**src/rtl/ima_sched_pkg.sv**
```systemverilog
package ima_sched_pkg;

   localparam int unsigned SLOT_W  = 8;
   localparam int unsigned MSEL_W  = 2;
   localparam int unsigned BASE_M  = 32;

   typedef enum logic [1:0] {
      CK_NONE = 2'd0,
      CK_FILL = 2'd1,
      CK_USER = 2'd2,
      CK_CTRL = 2'd3
   } cell_kind_e;

   // index of the last slot in a frame for a given length code
   function automatic logic [SLOT_W-1:0] frame_last(input logic [MSEL_W-1:0] sel);
      logic [SLOT_W:0] len;
      len = (SLOT_W+1)'(BASE_M) << sel;
      return SLOT_W'(len - 1'b1);
   endfunction

endpackage

```
**src/rtl/ima_frame_ctr.sv**
```systemverilog
module ima_frame_ctr
   import ima_sched_pkg::*;
(
   input  logic                clk,
   input  logic                rst_n,
   input  logic                tick,
   input  logic [MSEL_W-1:0]   msel,
   input  logic                irq_en,
   input  logic                irq_clr,
   output logic [SLOT_W-1:0]   slot,
   output logic                frame_end,
   output logic                irq_flag
);

   logic [SLOT_W-1:0] slot_q;
   logic              flag_q;
   logic [SLOT_W-1:0] last_idx;

   assign last_idx  = frame_last(msel);
   assign frame_end = tick && (slot_q >= last_idx);

   always_ff @(posedge clk or negedge rst_n) begin
      if (!rst_n) begin
         slot_q <= '0;
         flag_q <= 1'b0;
      end else begin
         if (frame_end)
            slot_q <= '0;
         else if (tick)
            slot_q <= slot_q + 1'b1;

         if (frame_end && irq_en)
            flag_q <= 1'b1;
         else if (irq_clr)
            flag_q <= 1'b0;
      end
   end

   assign slot     = slot_q;
   assign irq_flag = flag_q;

endmodule

```
**src/rtl/ima_chg_ctr.sv**
```systemverilog
module ima_chg_ctr #(
   parameter int unsigned BYTES = 4,
   parameter int unsigned CNT_W = 8
) (
   input  logic                 clk,
   input  logic                 rst_n,
   input  logic [BYTES*8-1:0]   ctl,
   output logic [CNT_W-1:0]     count
);

   logic [BYTES*8-1:0] shadow_q;
   logic [BYTES-1:0]   byte_diff;
   logic [CNT_W-1:0]   cnt_q;

   for (genvar b = 0; b < BYTES; b++) begin : g_byte
      assign byte_diff[b] = (ctl[b*8 +: 8] != shadow_q[b*8 +: 8]);
   end

   always_ff @(posedge clk or negedge rst_n) begin
      if (!rst_n) begin
         shadow_q <= '0;
         cnt_q    <= '0;
      end else begin
         shadow_q <= ctl;
         if (|byte_diff)
            cnt_q <= cnt_q + 1'b1;
      end
   end

   assign count = cnt_q;

endmodule

```
**src/rtl/ima_link_pick.sv**
```systemverilog
module ima_link_pick
   import ima_sched_pkg::*;
(
   input  logic               clk,
   input  logic               rst_n,
   input  logic               tick,
   input  logic [SLOT_W-1:0]  slot,
   input  logic               frame_end,
   input  logic [SLOT_W-1:0]  ofs_in,
   input  logic               ima,
   input  logic               usr_en,
   input  logic               fifo_ne,
   output logic [1:0]         kind
);

   logic [SLOT_W-1:0] act_ofs_q;
   cell_kind_e        kind_q;

   always_ff @(posedge clk or negedge rst_n) begin
      if (!rst_n) begin
         act_ofs_q <= '0;
         kind_q    <= CK_NONE;
      end else begin
         if (frame_end)
            act_ofs_q <= ofs_in;

         if (!tick)
            kind_q <= CK_NONE;
         else if (slot == act_ofs_q)
            kind_q <= CK_CTRL;
         else if (ima && usr_en && fifo_ne)
            kind_q <= CK_USER;
         else
            kind_q <= CK_FILL;
      end
   end

   assign kind = kind_q;

endmodule

```
**src/rtl/ima_tx_slot_sched.sv**
```systemverilog
module ima_tx_slot_sched
   import ima_sched_pkg::*;
#(
   parameter int unsigned NUM_LINKS  = 4,
   parameter int unsigned NUM_GROUPS = 2,
   parameter int unsigned CTL_BYTES  = 4,
   localparam int unsigned GW    = (NUM_GROUPS > 1) ? $clog2(NUM_GROUPS) : 1,
   localparam int unsigned CHG_W = 8
) (
   input  logic                               clk,
   input  logic                               rst_n,
   input  logic                               slot_tick,
   input  logic [NUM_GROUPS*MSEL_W-1:0]       grp_msel,
   input  logic [NUM_GROUPS-1:0]              grp_irq_en,
   input  logic [NUM_GROUPS-1:0]              grp_irq_clr,
   input  logic [NUM_GROUPS*CTL_BYTES*8-1:0]  grp_ctl_bytes,
   input  logic [NUM_LINKS*GW-1:0]            link_grp,
   input  logic [NUM_LINKS*SLOT_W-1:0]        link_ofs,
   input  logic [NUM_LINKS-1:0]               link_ima,
   input  logic [NUM_LINKS-1:0]               link_usr_en,
   input  logic [NUM_LINKS-1:0]               link_fifo_ne,
   output logic                               cell_vld,
   output logic [NUM_LINKS*2-1:0]             cell_kind,
   output logic [NUM_GROUPS*CHG_W-1:0]        grp_chg_cnt,
   output logic [NUM_GROUPS-1:0]              grp_frm_irq
);

   if (NUM_LINKS < 1)  begin : g_bad_links  $error("NUM_LINKS must be at least 1");  end
   if (NUM_GROUPS < 1) begin : g_bad_groups $error("NUM_GROUPS must be at least 1"); end
   if (CTL_BYTES < 1)  begin : g_bad_bytes  $error("CTL_BYTES must be at least 1");  end
   if (NUM_GROUPS > NUM_LINKS) begin : g_bad_ratio
      $error("NUM_GROUPS must not exceed NUM_LINKS");
   end

   logic [SLOT_W-1:0]     g_slot [NUM_GROUPS];
   logic [NUM_GROUPS-1:0] g_fend;
   logic                  vld_q;

   for (genvar g = 0; g < NUM_GROUPS; g++) begin : g_grp
      ima_frame_ctr u_frm (
         .clk       (clk),
         .rst_n     (rst_n),
         .tick      (slot_tick),
         .msel      (grp_msel[g*MSEL_W +: MSEL_W]),
         .irq_en    (grp_irq_en[g]),
         .irq_clr   (grp_irq_clr[g]),
         .slot      (g_slot[g]),
         .frame_end (g_fend[g]),
         .irq_flag  (grp_frm_irq[g])
      );

      ima_chg_ctr #(.BYTES(CTL_BYTES), .CNT_W(CHG_W)) u_chg (
         .clk   (clk),
         .rst_n (rst_n),
         .ctl   (grp_ctl_bytes[g*CTL_BYTES*8 +: CTL_BYTES*8]),
         .count (grp_chg_cnt[g*CHG_W +: CHG_W])
      );
   end

   for (genvar l = 0; l < NUM_LINKS; l++) begin : g_lnk
      logic [GW-1:0]     gsel;
      logic [SLOT_W-1:0] l_slot;
      logic              l_fend;

      assign gsel = link_grp[l*GW +: GW];

      // unmatched group codes fall back to group 0
      always_comb begin
         l_slot = g_slot[0];
         l_fend = g_fend[0];
         for (int g = 0; g < NUM_GROUPS; g++) begin
            if (gsel == GW'(g)) begin
               l_slot = g_slot[g];
               l_fend = g_fend[g];
            end
         end
      end

      ima_link_pick u_pick (
         .clk       (clk),
         .rst_n     (rst_n),
         .tick      (slot_tick),
         .slot      (l_slot),
         .frame_end (l_fend),
         .ofs_in    (link_ofs[l*SLOT_W +: SLOT_W]),
         .ima       (link_ima[l]),
         .usr_en    (link_usr_en[l]),
         .fifo_ne   (link_fifo_ne[l]),
         .kind      (cell_kind[l*2 +: 2])
      );
   end

   always_ff @(posedge clk or negedge rst_n) begin
      if (!rst_n) vld_q <= 1'b0;
      else        vld_q <= slot_tick;
   end

   assign cell_vld = vld_q;

endmodule

```
**config.mk**
```make
export PLATFORM = sky130hd
export DESIGN_NAME = ima_tx_slot_sched
export DESIGN_NICKNAME = d
export VERILOG_FILES = /design/src/rtl/ima_sched_pkg.sv /design/src/rtl/ima_frame_ctr.sv /design/src/rtl/ima_chg_ctr.sv /design/src/rtl/ima_link_pick.sv /design/src/rtl/ima_tx_slot_sched.sv
export SDC_FILE = /design/constraint.sdc
export NUM_CORES = 1
export LEC_CHECK = 0
export BUFFER_PORTS_ARGS = -buffer_cell sky130_fd_sc_hd__buf_2
export CORE_MARGIN = 8
export CORE_UTILIZATION = 54
export DETAILED_ROUTE_END_ITERATION = 12
export HOLD_SLACK_MARGIN = 0.1
export PLACE_DENSITY = 0.83
export SLEW_MARGIN = 15
export SYNTH_ARGS = -nofsm -noshare
export SYNTH_HDL_FRONTEND = slang
export SYNTH_SLANG_ARGS = --single-unit
export TNS_END_PERCENT = 30
```
**constraint.sdc**
```tcl
create_clock -name clk -period 3.05 [get_ports clk]
set_input_delay 0.1525 -clock clk [delete_from_list [all_inputs] [get_ports clk]]
set_output_delay 0.1525 -clock clk [all_outputs]
set_load 0.02 [all_outputs]
```
# ---- Word-level counts from Yosys, hierarchy flattened
# Index checks and enable logic that the tools add are counted.
dict set report word_totals {
  reg_bits 139
  inputBits 123
  out_inout_bits 27
  elab_cells 85
}
dict set report classes {
  n_addsub 6
  magnitude_cmp 2
  n_eq_ne 12
  shifts 2
  muxes 28
  reduce_logical 18
}
# operator count
set op_table {}
lappend op_table {{8-bit two-way mux} 8}
lappend op_table {{8-bit inequality test} 8}
lappend op_table {{8-bit by 1-bit adder with 8-bit output (second input constant)} 4}
lappend op_table {{8-bit equality test} 4}
lappend op_table {{2-bit two-way mux} 12}
lappend op_table {{8-bit greater-or-equal comparator} 2}
lappend op_table {{6-bit by 2-bit left shift with 8-bit output (first input constant)} 2}
lappend op_table {{8-bit by 1-bit subtractor with 8-bit output (second input constant)} 2}
lappend op_table {{1-bit logical AND} 12}
lappend op_table {{1-bit two-way mux} 8}
lappend op_table {{2-bit nonzero test} 4}
lappend op_table {{4-bit OR reduction} 2}

# ---- Depth between registers and ports, before layout
dict set report depth {
  word_depth 6
  ltp_mapped 8
}

# ---- By module
# From an unflattened synthesis, not the netlist that was laid out.
dict set report unflattened {
  cells_unflattened 483
  area_unflattened_um2 6588.8
}
# module n_inst cells_per_inst area_each_um2 seq_area_each_um2
set modules_own_cells {}
lappend modules_own_cells {ima_chg_ctr 2 100 1559.0 1001.0}
lappend modules_own_cells {ima_link_pick 4 34 455.4 250.2}
lappend modules_own_cells {ima_frame_ctr 2 53 519.2 225.2}
lappend modules_own_cells {ima_tx_slot_sched 1 41 610.6 25.0}

# ---- Worst setup path after synthesis
# OpenSTA, ideal clock, no wires.
dict set report synth_timing {
  path_kind {flip-flop to flip-flop}
  from {register g_grp[0].u_frm.slot_q[6]}
  to {register g_lnk[0].u_pick.act_ofs_q[0]}
  setup_ns 0.125
  arrival_ns 2.009
  required_time_ns 2.925
  setup_slack_ns 0.916
  stages_incl_launch_ff 8
  path_buffers 1
  period_less_slack_ns 2.134
  path_cell_list {dfrtp_1 ha_1 a21o_1 a21oi_1 o21ai_2 buf_4 mux2i_4 mux2_2}
}
dict set report synth_via {
  elab_chain_len 3
}
# element line_no
set synth_lines {}
lappend synth_lines {{start: declaration} ima_frame_ctr.sv:15} ;# logic [SLOT_W-1:0] slot_q;
lappend synth_lines {{start signal: assignment} ima_frame_ctr.sv:30} ;# slot_q <= slot_q + 1'b1;
lappend synth_lines {{8-bit greater-or-equal comparator} ima_frame_ctr.sv:20} ;# assign frame_end = tick && (slot_q >= last_idx);
lappend synth_lines {{1-bit logical AND} ima_frame_ctr.sv:20}
lappend synth_lines {{1-bit two-way mux} ima_tx_slot_sched.sv:72} ;# if (gsel == GW'(g)) begin
lappend synth_lines {{end signal: assignment} ima_link_pick.sv:25} ;# act_ofs_q <= ofs_in;
lappend synth_lines {{end: declaration} ima_link_pick.sv:16} ;# logic [SLOT_W-1:0] act_ofs_q;
# No other way between the ends.
# A chain may end at the register's enable or synchronous reset.

# ---- Final worst setup path
dict set report layout_timing {
  from {register g_grp[0].u_frm.slot_q[6]}
  to {register g_grp[0].u_frm.flag_q}
}
dict set report layout_via {
  elab_chain_len 4
}
# element line_no
set layout_lines {}
lappend layout_lines {{8-bit greater-or-equal comparator (*)} ima_frame_ctr.sv:20}
lappend layout_lines {{1-bit logical AND (*)} ima_frame_ctr.sv:20}
lappend layout_lines {{1-bit logical AND (*)} ima_frame_ctr.sv:32} ;# if (frame_end && irq_en)
lappend layout_lines {{1-bit two-way mux / 2-bit nonzero test (equally long branches)} --}
lappend layout_lines {{end signal: assignment} ima_frame_ctr.sv:25} ;# flag_q <= 1'b0;
lappend layout_lines {{end signal: assignment} ima_frame_ctr.sv:33} ;# flag_q <= 1'b1;
lappend layout_lines {{end signal: assignment} ima_frame_ctr.sv:35} ;# flag_q <= 1'b0;
lappend layout_lines {{end: declaration} ima_frame_ctr.sv:16} ;# logic flag_q;
# Every way passes the cells marked *; elsewhere a longest branch is shown, timed or not.

==> impl_metrics.py <==
metrics = {
    "timing": {
        "fmax_mhz": 390,
        "setup_viol": 0,
        "finalCritPeriodShare_pct": 84.0,
        "hold_viol_final": 0,
        "fin_skew_ns": 0.00981,
        "finalSetupTns_ns": 0,
        "tightest_slew_ns": 0.894,
        "rsz0062_at_grt": "false",
        "slew_headroom_pct": 40.4,
        "maxSlewViolCount": 0,
        "period_minus_slack_ns": 2.56,
    },
    "cts": {
        "clockBufferDepth": 2,
        "cts.sinks": 139,
        "cts.clk_slew.worst_paths_ns": 0.06,
        "cts_root_buf": "clkbuf_16",
        "cts_made_buffers": 17,
        "clkLatencyLatePin_ns": 0.42,
        "cts_resized": 0,
        "htreeDepth": 4,
        "cts_tree": "yes",
    },
    "placed_design": {
        "dp.cells": 775,
        "gp_congestion": 0.853,
        "hpwl_um": 10600,
        "port_buffers": 149,
    },
    "yosys": {
        "synth_seq_cells": 139,
        "yosysMostFrequentCell": "dfrtp_1",
        "synth_edf_count": 0,
        "netlist_top_cells_area": "dfrtp_1 55%, xnor2_1 14%, mux2_2 5.5%",
        "synth_fp_nets": 629,
        "yosysTopAreaCell": "dfrtp_1",
        "seq_area_frac_synth_pct": 55.0,
        "synthArstFlopShare_pct": 100,
        "synth_top_area_share_pct": 55.0,
        "yosysWarnings": 0,
        "syn_inst": 496,
        "synth_area_um2": 6330,
        "synth_cell_types": 32,
        "synth_ff_type": "dfrtp_1",
        "syn_area_per_cell_um2": 12.8,
        "synth_common_cells": "139 x dfrtp_1, 98 x xnor2_1, 32 x mux2i_1",
    },
    "worst_setup_path": {
        "cp_data_required_time_ns": 3.40,
        "r2r_start": "g_grp[0].u_frm.slot[6]$_DFFE_PN0P_",
        "end_kind": "flop",
        "cp-start-kind": "flop",
        "path_class": "flop to flop",
        "cp.arrival_ns": 2.91,
        "crit_fanout": 12,
        "startpoint": "g_grp[0].u_frm.slot[6]$_DFFE_PN0P_",
    },
    "global_routing": {
        "grt_pass1_vias": 5696,
        "grt_overflow": 0,
        "grt_usage_pct": 23.7,
        "grt_pass1_wl_um": 29300,
        "grt_max_degree": 88,
        "grt_antenna_before_repair": 2,
    },
    "floorplan": {
        "ioPinCount": 150,
        "initial_utilization_pct": 55.4,
        "dieArea_um2": 15400,
        "die_w_um": 124,
        "fp.coreArea_um2": 11400,
        "rows": 39,
        "dieHeight_um": 124,
    },
    "finish": {
        "layoutNonFillerInstCount": 921,
        "nNetsFinal": 896,
        "area_delta_synth_final_pct": 41.1,
        "drive_gt1_share_pct": 29.1,
    },
    "drt": {
        "ant_nets": 0,
        "route.vias.total": 4958,
        "drt_iter0_markers": 270,
        "wl_per_cell_um": 19.4,
        "viasPerCell": 5.38,
        "drt-total-wl_um": 17900,
        "drt_pass1_iterations": 4,
        "remaining_drc_errors": 0,
    },
    "pwr": {
        "p_leak_nw": 4.14,
        "peakVddDrop_mv": 0.388,
        "total_power_mw": 5.79,
        "powerDensity_nw_per_um2": 649,
    },
    "job": {
        "drv_cap": 0,
    },
    "run_status": {
        "status": "completed",
    },
    "min_path": {
        "hp-class": "primary input to flop",
        "hp-start": "link_ima[3]",
    },
}
-- kinds of logic after synthesis --
group | Yosys count | synth area share (%)
flops | 139 | 55.0
xor+xnor | 122 | 16.9
simple gates | 102 | 8.70
mux | 71 | 12.8
compound gates | 31 | 2.97
buf+inv | 21 | 1.66
fa+ha+maj | 10 | 1.98
-- through the flow --
| step | instance area [um2] | setup slack (ns) | hold slack (ns) | utilization, % |
|---|---|---|---|---|
| 4_1_cts | 8920 | 0.537 | 0.136 | 78.2 |
| 3_3_place_gp | 7200 | 0.757 | 0.258 | 63.1 |
| 2_1_floorplan | 6330 | 0.916 | -0.143 | - |
| 5_1_grt | 8930 | 0.415 | 0.171 | 78.2 |
| 3_5_place_dp | 7200 | 0.623 | 0.269 | 63.1 |
| 6_report | 8930 | 0.487 | 0.140 | 78.2 |
-- cell type report --
| cell class | instances | area (um2) |
|---|---|---|
| repair buffers | 263 | 1900 |
| fillers | 668 | 2490 |
| clock buffers | 23 | 488 |
| flip-flops and latches | 139 | 3480 |
| diodes | 2 | 5.00 |
| clock inverters | 9 | 111 |
| well taps | 143 | 179 |
| inverters | 6 | 22.5 |
| multi-input cells | 336 | 2740 |
-- state kept, by name, indices dropped and copies added, names as in the netlist --
signal,cells
g_lnk.u_pick.kind,8
cell_vld,1
g_grp.u_chg.count,16
g_lnk.u_pick.act_ofs_q,32
g_grp.u_chg.shadow_q,64
g_grp.u_frm.slot,16
g_grp.u_frm.irq_flag,2
-- metal layers --
metal	GRT usage [%]	vias to the layer above	part of all wire, %
met2	40.9	201	52
met1	25.3	2449	38
li1	-	2250	-
met4	14.0	0	4.0
met5	0	-	0
met3	6.64	58	6.2
-- path summary, 6_finish.rpt --
kind | endpoint | slack [ns] | cells after the start
worst max-delay path | g_grp[0].u_frm.irq_flag$_DFFE_PN0P_ | 0.49 | 7
worst min-delay path | g_lnk[3].u_pick.kind[0]$_DFF_PN0_ | 0.14 | 4
worst max register to register | g_grp[0].u_frm.irq_flag$_DFFE_PN0P_ | 0.49 | 7
worst min register to register | g_grp[1].u_chg.count[5]$_DFFE_PN0P_ | 0.49 | 1
max in group asynchronous | g_grp[1].u_chg.shadow_q[28]$_DFF_PN0_ | 1.91 | 3
min in group asynchronous | g_grp[0].u_frm.irq_flag$_DFFE_PN0P_ | 0.39 | 2
-- worst max-delay path, cell delays in order, from the launching register on --
cell,delay (ns)
dfrtp_1,0.46
ha_1,0.33
a21o_1,0.11
a21oi_1,0.10
o21ai_2,0.70
nand2_1,0.11
o21ai_0,0.10
dlygate4sd3_1,0.59
-- cell usage in the layout (no fill, tap or decap), drive strengths merged --
cell type / netlist / layout
buf: 10 / 151
dfrtp: 139 / 139
dlygate4sd3: 0 / 112
xnor2: 98 / 98
mux2i: 36 / 36
mux2: 35 / 35
nor2: 24 / 24
xor2: 24 / 24
nand4: 23 / 23
clkbuf: 5 / 23
a21oi: 20 / 20
nand2: 19 / 19
nand3: 16 / 16
nor4: 12 / 12
ha: 10 / 10
inv: 6 / 7
o21ai: 5 / 5
clkinv: 0 / 4
and3: 3 / 3
diode: 0 / 2
a21o: 2 / 2
and4: 2 / 2
o2bb2ai: 2 / 2
and2: 2 / 2
a21boi: 2 / 2
bufinv: 0 / 2
clkinvlp: 0 / 2
or3: 1 / 1
-- what timing repair did --
action	4_1_cts	5_1_grt
hold endpoints to repair	192	0
hold buffers	112	0
buffers inserted	0	0
-- power by group --
| group | switching, mW | total, mW | leakage (nW) | internal (mW) |
|---|---|---|---|---|
| Clock | 0.785 | 2.08 | 0.290 | 1.29 |
| Combinational | 0.581 | 1.28 | 2.12 | 0.702 |
| Sequential | 0.317 | 2.43 | 1.73 | 2.11 |
(Power assumes the default switching activity.)
